--- src/rtl/rdcal_pkg.sv ---
package rdcal_pkg;
    localparam int BYTE_W      = 8;
    localparam int MAX_BEATS   = 8;
    localparam int SHORT_BEATS = 4;
    localparam int LANE_BITS   = MAX_BEATS * BYTE_W;
    localparam int WAIT_SHORT  = 16;
    localparam int WAIT_LONG   = 32;
    localparam int WCNT_W      = $clog2(WAIT_LONG);

    typedef enum logic [2:0] {
        LOP_HOLD,
        LOP_LOAD,
        LOP_DOWN,
        LOP_UP,
        LOP_HIGH,
        LOP_CENTER
    } lane_op_e;

    typedef enum logic [2:0] {
        S_IDLE,
        S_MEAS,
        S_FRST,
        S_READ,
        S_WAIT,
        S_CMP,
        S_CHK,
        S_FMEAS
    } seq_state_e;

    typedef enum logic [1:0] {
        PH_INIT,
        PH_LOW,
        PH_HIGH
    } phase_e;

    function automatic logic [WCNT_W-1:0] wait_last(input logic long_sel);
        return long_sel ? WCNT_W'(WAIT_LONG - 1) : WCNT_W'(WAIT_SHORT - 1);
    endfunction
endpackage

--- src/rtl/rdcal_lane_cmp.sv ---
module rdcal_lane_cmp
    import rdcal_pkg::*;
(
    input  logic [LANE_BITS-1:0] got_i,
    input  logic [LANE_BITS-1:0] exp_i,
    input  logic                 bl8_i,
    output logic                 pass_o
);
    always_comb begin
        pass_o = 1'b1;
        for (int b = 0; b < MAX_BEATS; b++) begin
            if ((b < SHORT_BEATS || bl8_i) &&
                (got_i[b*BYTE_W +: BYTE_W] != exp_i[b*BYTE_W +: BYTE_W]))
                pass_o = 1'b0;
        end
    end
endmodule

--- src/rtl/rdcal_lane.sv ---
module rdcal_lane
    import rdcal_pkg::*;
#(
    parameter int OFS_W = 7
) (
    input  logic             clk,
    input  logic             rst,
    input  lane_op_e         op_i,
    input  logic             pass_i,
    input  logic [OFS_W-1:0] init_i,
    output logic [OFS_W-1:0] ofs_o,
    output logic             active_o
);
    localparam logic [OFS_W-1:0] OFS_MAX = '1;
    localparam logic [OFS_W-1:0] ONE     = OFS_W'(1);

    logic [OFS_W-1:0] ofs_q, lo_q, hi_q;
    logic             act_q;
    logic [OFS_W:0]   sum;

    assign sum      = {1'b0, lo_q} + {1'b0, hi_q};
    assign ofs_o    = ofs_q;
    assign active_o = act_q;

    always_ff @(posedge clk) begin
        if (rst) begin
            ofs_q <= '0;
            lo_q  <= '0;
            hi_q  <= '0;
            act_q <= 1'b0;
        end else begin
            case (op_i)
                LOP_LOAD: begin
                    ofs_q <= init_i;
                    lo_q  <= init_i;
                    hi_q  <= init_i;
                    act_q <= 1'b1;
                end
                LOP_DOWN: if (act_q) begin
                    if (!pass_i) begin
                        lo_q  <= ofs_q + ONE;
                        act_q <= 1'b0;
                    end else if (ofs_q == '0) begin
                        lo_q  <= '0;
                        act_q <= 1'b0;
                    end else begin
                        ofs_q <= ofs_q - ONE;
                    end
                end
                LOP_HIGH: begin
                    if (init_i == OFS_MAX) begin
                        ofs_q <= init_i;
                        hi_q  <= OFS_MAX;
                        act_q <= 1'b0;
                    end else begin
                        ofs_q <= init_i + ONE;
                        act_q <= 1'b1;
                    end
                end
                LOP_UP: if (act_q) begin
                    if (!pass_i) begin
                        hi_q  <= ofs_q - ONE;
                        act_q <= 1'b0;
                    end else if (ofs_q == OFS_MAX) begin
                        hi_q  <= OFS_MAX;
                        act_q <= 1'b0;
                    end else begin
                        ofs_q <= ofs_q + ONE;
                    end
                end
                LOP_CENTER: ofs_q <= sum[OFS_W:1];
                default: ;
            endcase
        end
    end
endmodule

--- src/rtl/rdcal_seq.sv ---
module rdcal_seq
    import rdcal_pkg::*;
(
    input  logic     clk,
    input  logic     rst,
    input  logic     start_i,
    input  logic     wait_long_i,
    input  logic     all_pass_i,
    input  logic     any_active_i,
    output lane_op_e op_o,
    output logic     meas_o,
    output logic     frst_o,
    output logic     rd_o,
    output logic     done_o,
    output logic     err_o
);
    seq_state_e        st_q;
    phase_e            ph_q;
    logic [WCNT_W-1:0] wcnt_q;
    logic              wlong_q, done_q, err_q;

    assign meas_o = (st_q == S_MEAS) || (st_q == S_FMEAS);
    assign frst_o = (st_q == S_FRST);
    assign rd_o   = (st_q == S_READ);
    assign done_o = done_q;
    assign err_o  = err_q;

    always_comb begin
        op_o = LOP_HOLD;
        case (st_q)
            S_IDLE: if (start_i) op_o = LOP_LOAD;
            S_CMP: begin
                if (ph_q == PH_HIGH)    op_o = LOP_UP;
                else if (ph_q == PH_LOW) op_o = LOP_DOWN;
                else if (all_pass_i)    op_o = LOP_DOWN;
            end
            S_CHK: if (!any_active_i)
                op_o = (ph_q == PH_HIGH) ? LOP_CENTER : LOP_HIGH;
            default: ;
        endcase
    end

    always_ff @(posedge clk) begin
        if (rst) begin
            st_q    <= S_IDLE;
            ph_q    <= PH_INIT;
            wcnt_q  <= '0;
            wlong_q <= 1'b0;
            done_q  <= 1'b0;
            err_q   <= 1'b0;
        end else begin
            case (st_q)
                S_IDLE: if (start_i) begin
                    done_q  <= 1'b0;
                    err_q   <= 1'b0;
                    wlong_q <= wait_long_i;
                    ph_q    <= PH_INIT;
                    st_q    <= S_MEAS;
                end
                S_MEAS: st_q <= S_FRST;
                S_FRST: st_q <= S_READ;
                S_READ: begin
                    wcnt_q <= '0;
                    st_q   <= S_WAIT;
                end
                S_WAIT: begin
                    if (wcnt_q == wait_last(wlong_q)) st_q <= S_CMP;
                    else wcnt_q <= wcnt_q + WCNT_W'(1);
                end
                S_CMP: begin
                    if (ph_q == PH_INIT && !all_pass_i) begin
                        err_q <= 1'b1;
                        st_q  <= S_IDLE;
                    end else begin
                        if (ph_q == PH_INIT) ph_q <= PH_LOW;
                        st_q <= S_CHK;
                    end
                end
                S_CHK: begin
                    if (any_active_i)        st_q <= S_MEAS;
                    else if (ph_q == PH_LOW) ph_q <= PH_HIGH;
                    else                     st_q <= S_FMEAS;
                end
                S_FMEAS: begin
                    done_q <= 1'b1;
                    st_q   <= S_IDLE;
                end
                default: st_q <= S_IDLE;
            endcase
        end
    end
endmodule

--- src/rtl/rd_window_cal.sv ---
module rd_window_cal
    import rdcal_pkg::*;
#(
    parameter int NUM_LANES = 4,
    parameter int OFS_W     = 7
) (
    input  logic                           clk,
    input  logic                           rst,
    input  logic                           start_i,
    input  logic                           burst8_i,
    input  logic                           wait_long_i,
    input  logic [NUM_LANES*OFS_W-1:0]     init_ofs_i,
    input  logic [NUM_LANES*LANE_BITS-1:0] exp_pat_i,
    input  logic [NUM_LANES*LANE_BITS-1:0] rd_burst_i,
    output logic [NUM_LANES*OFS_W-1:0]     ofs_o,
    output logic                           measure_o,
    output logic                           fifo_rst_o,
    output logic                           dummy_rd_o,
    output logic                           done_o,
    output logic                           err_o
);
    lane_op_e               op;
    logic [NUM_LANES-1:0]   pass, active;

    for (genvar l = 0; l < NUM_LANES; l++) begin : g_lane
        logic [LANE_BITS-1:0] got, expv;
        for (genvar b = 0; b < MAX_BEATS; b++) begin : g_beat
            assign got [b*BYTE_W +: BYTE_W] = rd_burst_i[(b*NUM_LANES+l)*BYTE_W +: BYTE_W];
            assign expv[b*BYTE_W +: BYTE_W] = exp_pat_i [(b*NUM_LANES+l)*BYTE_W +: BYTE_W];
        end

        rdcal_lane_cmp u_cmp (
            .got_i (got),
            .exp_i (expv),
            .bl8_i (burst8_i),
            .pass_o(pass[l])
        );

        rdcal_lane #(.OFS_W(OFS_W)) u_lane (
            .clk     (clk),
            .rst     (rst),
            .op_i    (op),
            .pass_i  (pass[l]),
            .init_i  (init_ofs_i[l*OFS_W +: OFS_W]),
            .ofs_o   (ofs_o[l*OFS_W +: OFS_W]),
            .active_o(active[l])
        );
    end

    rdcal_seq u_seq (
        .clk         (clk),
        .rst         (rst),
        .start_i     (start_i),
        .wait_long_i (wait_long_i),
        .all_pass_i  (&pass),
        .any_active_i(|active),
        .op_o        (op),
        .meas_o      (measure_o),
        .frst_o      (fifo_rst_o),
        .rd_o        (dummy_rd_o),
        .done_o      (done_o),
        .err_o       (err_o)
    );
endmodule

--- config.mk ---
export PLATFORM = sky130hd
export DESIGN_NAME = rd_window_cal
export DESIGN_NICKNAME = d
export VERILOG_FILES = /design/src/rtl/rdcal_pkg.sv /design/src/rtl/rdcal_lane_cmp.sv /design/src/rtl/rdcal_lane.sv /design/src/rtl/rdcal_seq.sv /design/src/rtl/rd_window_cal.sv
export SDC_FILE = /design/constraint.sdc
export NUM_CORES = 1
export LEC_CHECK = 0
export ABC_AREA = 1
export CAP_MARGIN = 20
export CORE_AREA = 2 2 227 229
export CTS_CLUSTER_DIAMETER = 100
export DETAILED_ROUTE_END_ITERATION = 10
export DIE_AREA = 0 0 229 231
export GPL_ROUTABILITY_DRIVEN = 0
export PLACE_DENSITY = 0.53
export SYNTH_ARGS = -nofsm -noshare
export SYNTH_HDL_FRONTEND = slang
export SYNTH_SLANG_ARGS = --single-unit
export TNS_END_PERCENT = 20
--- constraint.sdc ---
create_clock -name clk -period 2 [get_ports clk]
set_input_delay 0.4 -clock clk [delete_from_list [all_inputs] [get_ports clk]]
set_output_delay 0.4 -clock clk [all_outputs]
set_load 0.1 [all_outputs]
After elaboration in Yosys (flattened, before gate mapping)
Cells that the tools add are included.

Add/subtract/negate cells: 17. Multiply operators: 0. Divide/modulo/power cells: 0. Magnitude comparators: 0. Equal/unequal tests: 100. Shifts and indexed selects: 0. Muxes and demuxes: 158. Bitwise logic cells: 0. Reductions and logical operators: 53.

Operators by type and width (count): $mux 7 (56); $ne 8x8->1 (32); $pmux 7 s5 (4); $pmux 7 s3 (4); $mux 1 (64); $add 7x1->7 const B (8); $eq 7x7->1 const B (8); $pmux 7 s2 (4); $ne 2x1->1 const B (24); $add 7x7->8 (4); $logic_not 7->1 (4); $reduce_and 7->1 (4); $sub 7x1->7 const B (4); $mux 3 (8); $ne 2x2->1 const B (12); $ne 3x3->1 const B (8); $pmux 3 s8 (1); $reduce_and 4->1 (5); $eq 3x3->1 const B (6); $reduce_and 3->1 (6); $logic_and 1x1->1 (17); $pmux 1 s4 (4); $eq 3x2->1 const B (4); $mux 2 (6); other kinds (22) (31).

Flip-flop bits (word level): 101. Latch bits: 0. RAM bits: 0. Bits in read-only memories: 0. Input bits: 545. Output and inout bits: 33. Memories: 0.

Depth between registers and ports, before layout
Gate-level depths: netlist of run 1.

Depth after elaboration: 17. Mapped depth: 21. Mapped depth without buffers: 21.

Hierarchy
Synthesis of run 1 repeated with hierarchy kept, for this count alone.

Cells, all modules: 2242. Area total of the unflattened synthesis: 12804.8 um^2.

Modules (own cells, without submodules): rdcal_lane (g_lane[0].u_lane ...) (instances 3, cells an instance 363, area an instance 2094.5 um^2); rdcal_lane_cmp (instances 4, cells an instance 166, area an instance 903.4 um^2); rdcal_lane (g_lane[3].u_lane) (instances 1, cells an instance 367, area an instance 2114.5 um^2); rdcal_seq (instances 1, cells an instance 116, area an instance 770.7 um^2); rd_window_cal (instances 1, cells an instance 6, area an instance 22.5 um^2).

Worst setup path after synthesis of run 1
No wires, ideal clock.

Path type: flip-flop to output port. From: register u_seq.st_q[0]. To: output port measure_o. Data arrival time: 2721 ps. Setup slack: -1121 ps. Cell stages (with the launch flop): 3. Path buffers: 0. Cells stage by stage: dfxtp_1 > nand2_2 > o21ai_0.

Cells in the longest elaborated chain, start to end: 2.

Ends and longest elaborated chain: start, declared (RTL line rdcal_seq.sv:17) `seq_state_e st_q;`; start signal, assigned (RTL line rdcal_seq.sv:45) `st_q <= S_IDLE;`; start signal, assigned (RTL line rdcal_seq.sv:58) `st_q <= S_MEAS;`; start signal, assigned (RTL line rdcal_seq.sv:60) `S_MEAS: st_q <= S_FRST;`; $eq 3x1->1 or $eq 3x3->1 (tied branches) (RTL line rdcal_seq.sv:22) `assign meas_o = (st_q == S_MEAS) || (st_q == S_FMEAS);`; $logic_or 1x1->1 * (RTL line rdcal_seq.sv:22); end, declared (RTL line rd_window_cal.sv:16) `output logic measure_o,`.

Every way passes the cells marked *; elsewhere a longest branch is shown, timed or not.

Worst setup path in the final report of run 1
From: input port rd_burst_i[32]. To: register g_lane[0].u_lane.ofs_q[6].

Cells in the longest elaborated chain, start to end: 16.

Ends and longest elaborated chain: start, declared (RTL line rd_window_cal.sv:14) `input logic [NUM_LANES*LANE_BITS-1:0] rd_burst_i,`; $ne 8x8->1 * (RTL line rdcal_lane_cmp.sv:13) `(got_i[b*BYTE_W +: BYTE_W] != exp_i[b*BYTE_W +: BYTE_W]))`; $mux 1 * (7 in series) (RTL line rdcal_lane_cmp.sv:12) `if ((b < SHORT_BEATS || bl8_i) &&`; $reduce_and 4->1 (RTL line rd_window_cal.sv:55) `.all_pass_i (&pass),`; $mux 2 (RTL line rdcal_seq.sv:35) `else if (all_pass_i) op_o = LOP_DOWN;`; $mux 3 (RTL line rdcal_seq.sv:34) `else if (ph_q == PH_LOW) op_o = LOP_DOWN;`; $mux 3 (RTL line rdcal_seq.sv:33) `if (ph_q == PH_HIGH) op_o = LOP_UP;`; $pmux 3 s3 (RTL line rdcal_seq.sv:30) `case (st_q)`; $eq 3x3->1, or another cell as far along (RTL line rdcal_lane.sv:32) `case (op_i)`; $reduce_bool 5->1 (no source line), or another cell as far along; $reduce_and 7->1 (no source line); end signal, assigned (RTL line rdcal_lane.sv:34) `ofs_q <= init_i;`; end signal, assigned (RTL line rdcal_lane.sv:47) `ofs_q <= ofs_q - ONE;`; end signal, assigned (RTL line rdcal_lane.sv:52) `ofs_q <= init_i;`; end, declared (RTL line rdcal_lane.sv:17) `logic [OFS_W-1:0] ofs_q, lo_q, hi_q;`.

Marked as above. A chain may end at the register's enable or synchronous reset.

==> results of run 1 <==
[stage by stage]
| step | hold WS [ps] | setup WS [ps] | instance area [sq um] | power, uW |
|---|---|---|---|---|
| 2_1_floorplan | 424 | -148 | 11900 | 5040 |
| 3_3_place_gp | 437 | -1810 | 20800 | 7750 |
| 3_5_place_dp | 441 | -1840 | 20800 | 7800 |
| 4_1_cts | 453 | -340 | 21200 | 9540 |
| 5_1_grt | 477 | -418 | 21100 | 10200 |
| 6_report | 451 | -291 | 21200 | 9690 |
[path summary, 6_finish.rpt]
kind                                     to  depth (start not counted)                startpoint
setup reg to reg  g_lane[1].u_lane.ofs_o[5]                         16  g_lane[1].u_lane.lo_q[0]
hold / removal     g_lane[3].u_lane.hi_q[2]                          2  g_lane[3].u_lane.hi_q[2]
setup / recovery  g_lane[0].u_lane.ofs_o[6]                         19            rd_burst_i[32]
hold reg to reg    g_lane[3].u_lane.hi_q[2]                          2  g_lane[3].u_lane.hi_q[2]
[cell type report]
type | instances | area share [%]
multi-input cells | 1528 | 45.8
clock inverters | 5 | 0.290
flip-flops and latches | 101 | 9.93
inverters | 218 | 4.02
well taps | 680 | 4.02
repair buffers | 839 | 34.4
diodes | 35 | 0.414
clock buffers | 11 | 1.10
[power by group]
group | total [uW] | switching (uW) | internal, uW
logic | 5370 | 2940 | 2430
clock network | 1860 | 884 | 976
registers | 2460 | 203 | 2260
total | 9690 | 4030 | 5660
[layout by cell type, fill, tap and decap left out, drive strengths merged, types with 101 or more instances in the layout]
master | synthesis | routed
clkdlybuf4s15 | 0 | 165
nand2 | 451 | 452
dlygate4sd2 | 0 | 141
buf | 38 | 351
nand3 | 110 | 110
clkbuf | 19 | 161
nor2 | 255 | 256
inv | 218 | 218
dfxtp | 101 | 101
xnor2 | 193 | 193
o21ai | 127 | 127
[flip-flops by register name, summed over array words and instances (netlist names)]
signal                  cells
g_lane.u_lane.hi_q         28
u_seq.done_o                1
g_lane.u_lane.lo_q         28
u_seq.st_q                  3
u_seq.err_o                 1
u_seq.wlong_q               1
g_lane.u_lane.active_o      4
u_seq.ph_q                  2
g_lane.u_lane.ofs_o        28
u_seq.wcnt_q                5
[metal layers]
layer  vias to the layer above  GRT usage [%]
li1                       7772              -
met1                      7466           35.3
met2                       921           50.6
met3                       159           7.37
met4                        18           11.0
met5                         -              0
[cell families after synthesis]
family	Yosys count	share of synthesized area (%)
compound gates	272	12.8
xor+xnor	269	20.0
fa+ha+maj	45	5.03
buf+inv	277	9.82
flops	101	17.2
simple gates	939	35.2
[worst max-delay path, cell delays in order]
cell           delay, ps
dlygate4sd2_1        250
xor2_1               140
nor2_1               100
nand2_1               70
nor2_2               130
nand2_2               90
nor2_4               150
nand2_4               80
nor2_4               110
nand2_2               80
nand2_4               90
buf_4                120
nand2_4               80
buf_8                150
buf_4                150
nand3_1               70
nand4_1              140
nand2_1              110
a21oi_1               60
[timing repair]
| item | CTS | global route |
|---|---|---|
| hold buffers | 0 | 0 |
| gates cloned | 8 | 1 |
| pin swaps | 325 | 368 |
| endpoints found under the setup margin | 93 | 93 |
| setup buffers | 13 | 11 |
| gates resized for setup | 973 | 562 |
==> metrics.md, run 1 <==
| Metric | Value |
|---|---|
| Post-Syn Area | 11800 sq um |
| Yosys top cell area share | 17.2% |
| Initial antenna violation count | 62 |
| Startpoint Class | input port |
| CTS Buffer Depth | 2 |
| Gr ovfl total | 0 |
| Setup_tns | -15750 ps |
| Die height | 231 um |
| Clk_lat worst skew | 380 ps |
| Fin worst setup slack | -291 ps |
| R2R setup slack | -190 ps |
| Final setup vio count | 86 |
| DIE WIDTH | 229 um |
| Worst Hold Class | reg2reg |
| WL met2 | 38200 um |
| I/O Buffers | 577 |
| CTS clock-pin slew for the worst setup and hold paths | 80 ps |
| Drt pass-1 iters | 6 |
| Share of post-route cells with drive strength above 1 | 30.4% |
| CTS Buf Count | 9 |
| Vias in the first global route | 15700 |
| Period utilisation layout | 115% |
| Syn Nets | 2493 |
| Slew Limit Headroom | 68.6% |
| Top layer in use | met5 |
| Syn. warnings | 0 |
| RSZ-0062 raised after global routing | true |
| Fillcell total | 5465 |
| Detail Route Antenna Nets | 0 |
| Primary FF master, synth | dfxtp_1 |
| Failing checks | setup timing |
| First-pass GRT wire length | 111000 um |
| Worst slew pin tran | 471 ps |
| Area grow syn2layout | 79.6% |
| Hold Fails Final Rpt | 0 |
| Number of placement rows | 83 |
| Yosys cell types | 52 |
| Post-Layout Cell Count | 3417 |
| Yosys top cell by area | dfxtp_1 |
| DP Wirelength | 70700 um |
| Worst IR Drop VDD | 0.432 mV |
| Num Clock Sinks | 101 |
| Setup crit end kind | register |
| Die area | 52900 sq um |
| Most frequent cells after synthesis | 442 x nand2_1, 245 x nor2_1, 205 x inv_1 |
| Sequential fraction of the synthesis area | 17.2% |
| Wl on met1 | 32100 um |
| Outcome | finished, violations left |
| Vias | 16300 |
| Multi-input gate area | 9690 sq um |
| Required @ worst endpoint | 2250 ps |
| Top-count cell post-synth | nand2_1 |
| Core footprint | 50700 sq um |
| Post-synth EDFFs | 0 |
| Dominant cells by area after synthesis | dfxtp_1 17%, xnor2_1 14%, nand2_1 14% |
| Final setup skew | 15.8 ps |
| PD cells | 458 nW/um^2 |
| Max-Cap Viols | 0 |
| Initial DRC Count | 1334 |
| FFs w/ async S/R, synth | 0% |
| WL/cell | 23.7 um |
| Routed wire length | 80900 um |
| Critical path peak fanout | 6 |
| Slew Viols, Final | 0 |
| Flops & latches, synth | 101 |
| Worst setup path category | in2reg |
| Minimum clock period | 2290 ps |
| Met3 routed WL | 7220 um |
| CTS root buf | clkbuf_16 |
| Crit path DAT | 2540 ps |
| F_max | 436 MHz |
| Placed insts | 3365 |
| Final nets | 3287 |
| TritonCTS clock tree | built |
| IO Pins | 578 |
| GRT Total Usage | 29.4% |
| H-tree levels | 3 |
| DRC | 0 |
| Largest net degree at the start of global routing | 47 |
| Final Core Density | 41.8% |
| Via density | 4.78 |
| Post-Syn Area per Cell | 6.19 sq um |
| P_leak | 0.00978 uW |
| Initial Util | 23.2% |
| Post-Synthesis Cells | 1903 |
| Reg area | 2100 sq um |
Power figures use the tool's default switching activity.
==> run 2: changes to the inputs <==
Settings changed: CTS_CLUSTER_DIAMETER 100 to 200.
==> results of run 2 <==
No change in the layout: final DEF, timing and power equal those of run 1.
==> run 3: changes to the inputs <==
Settings changed: CAP_MARGIN 20 to unset.
==> results of run 3 <==
No change in the layout: final DEF, timing and power equal those of run 1.
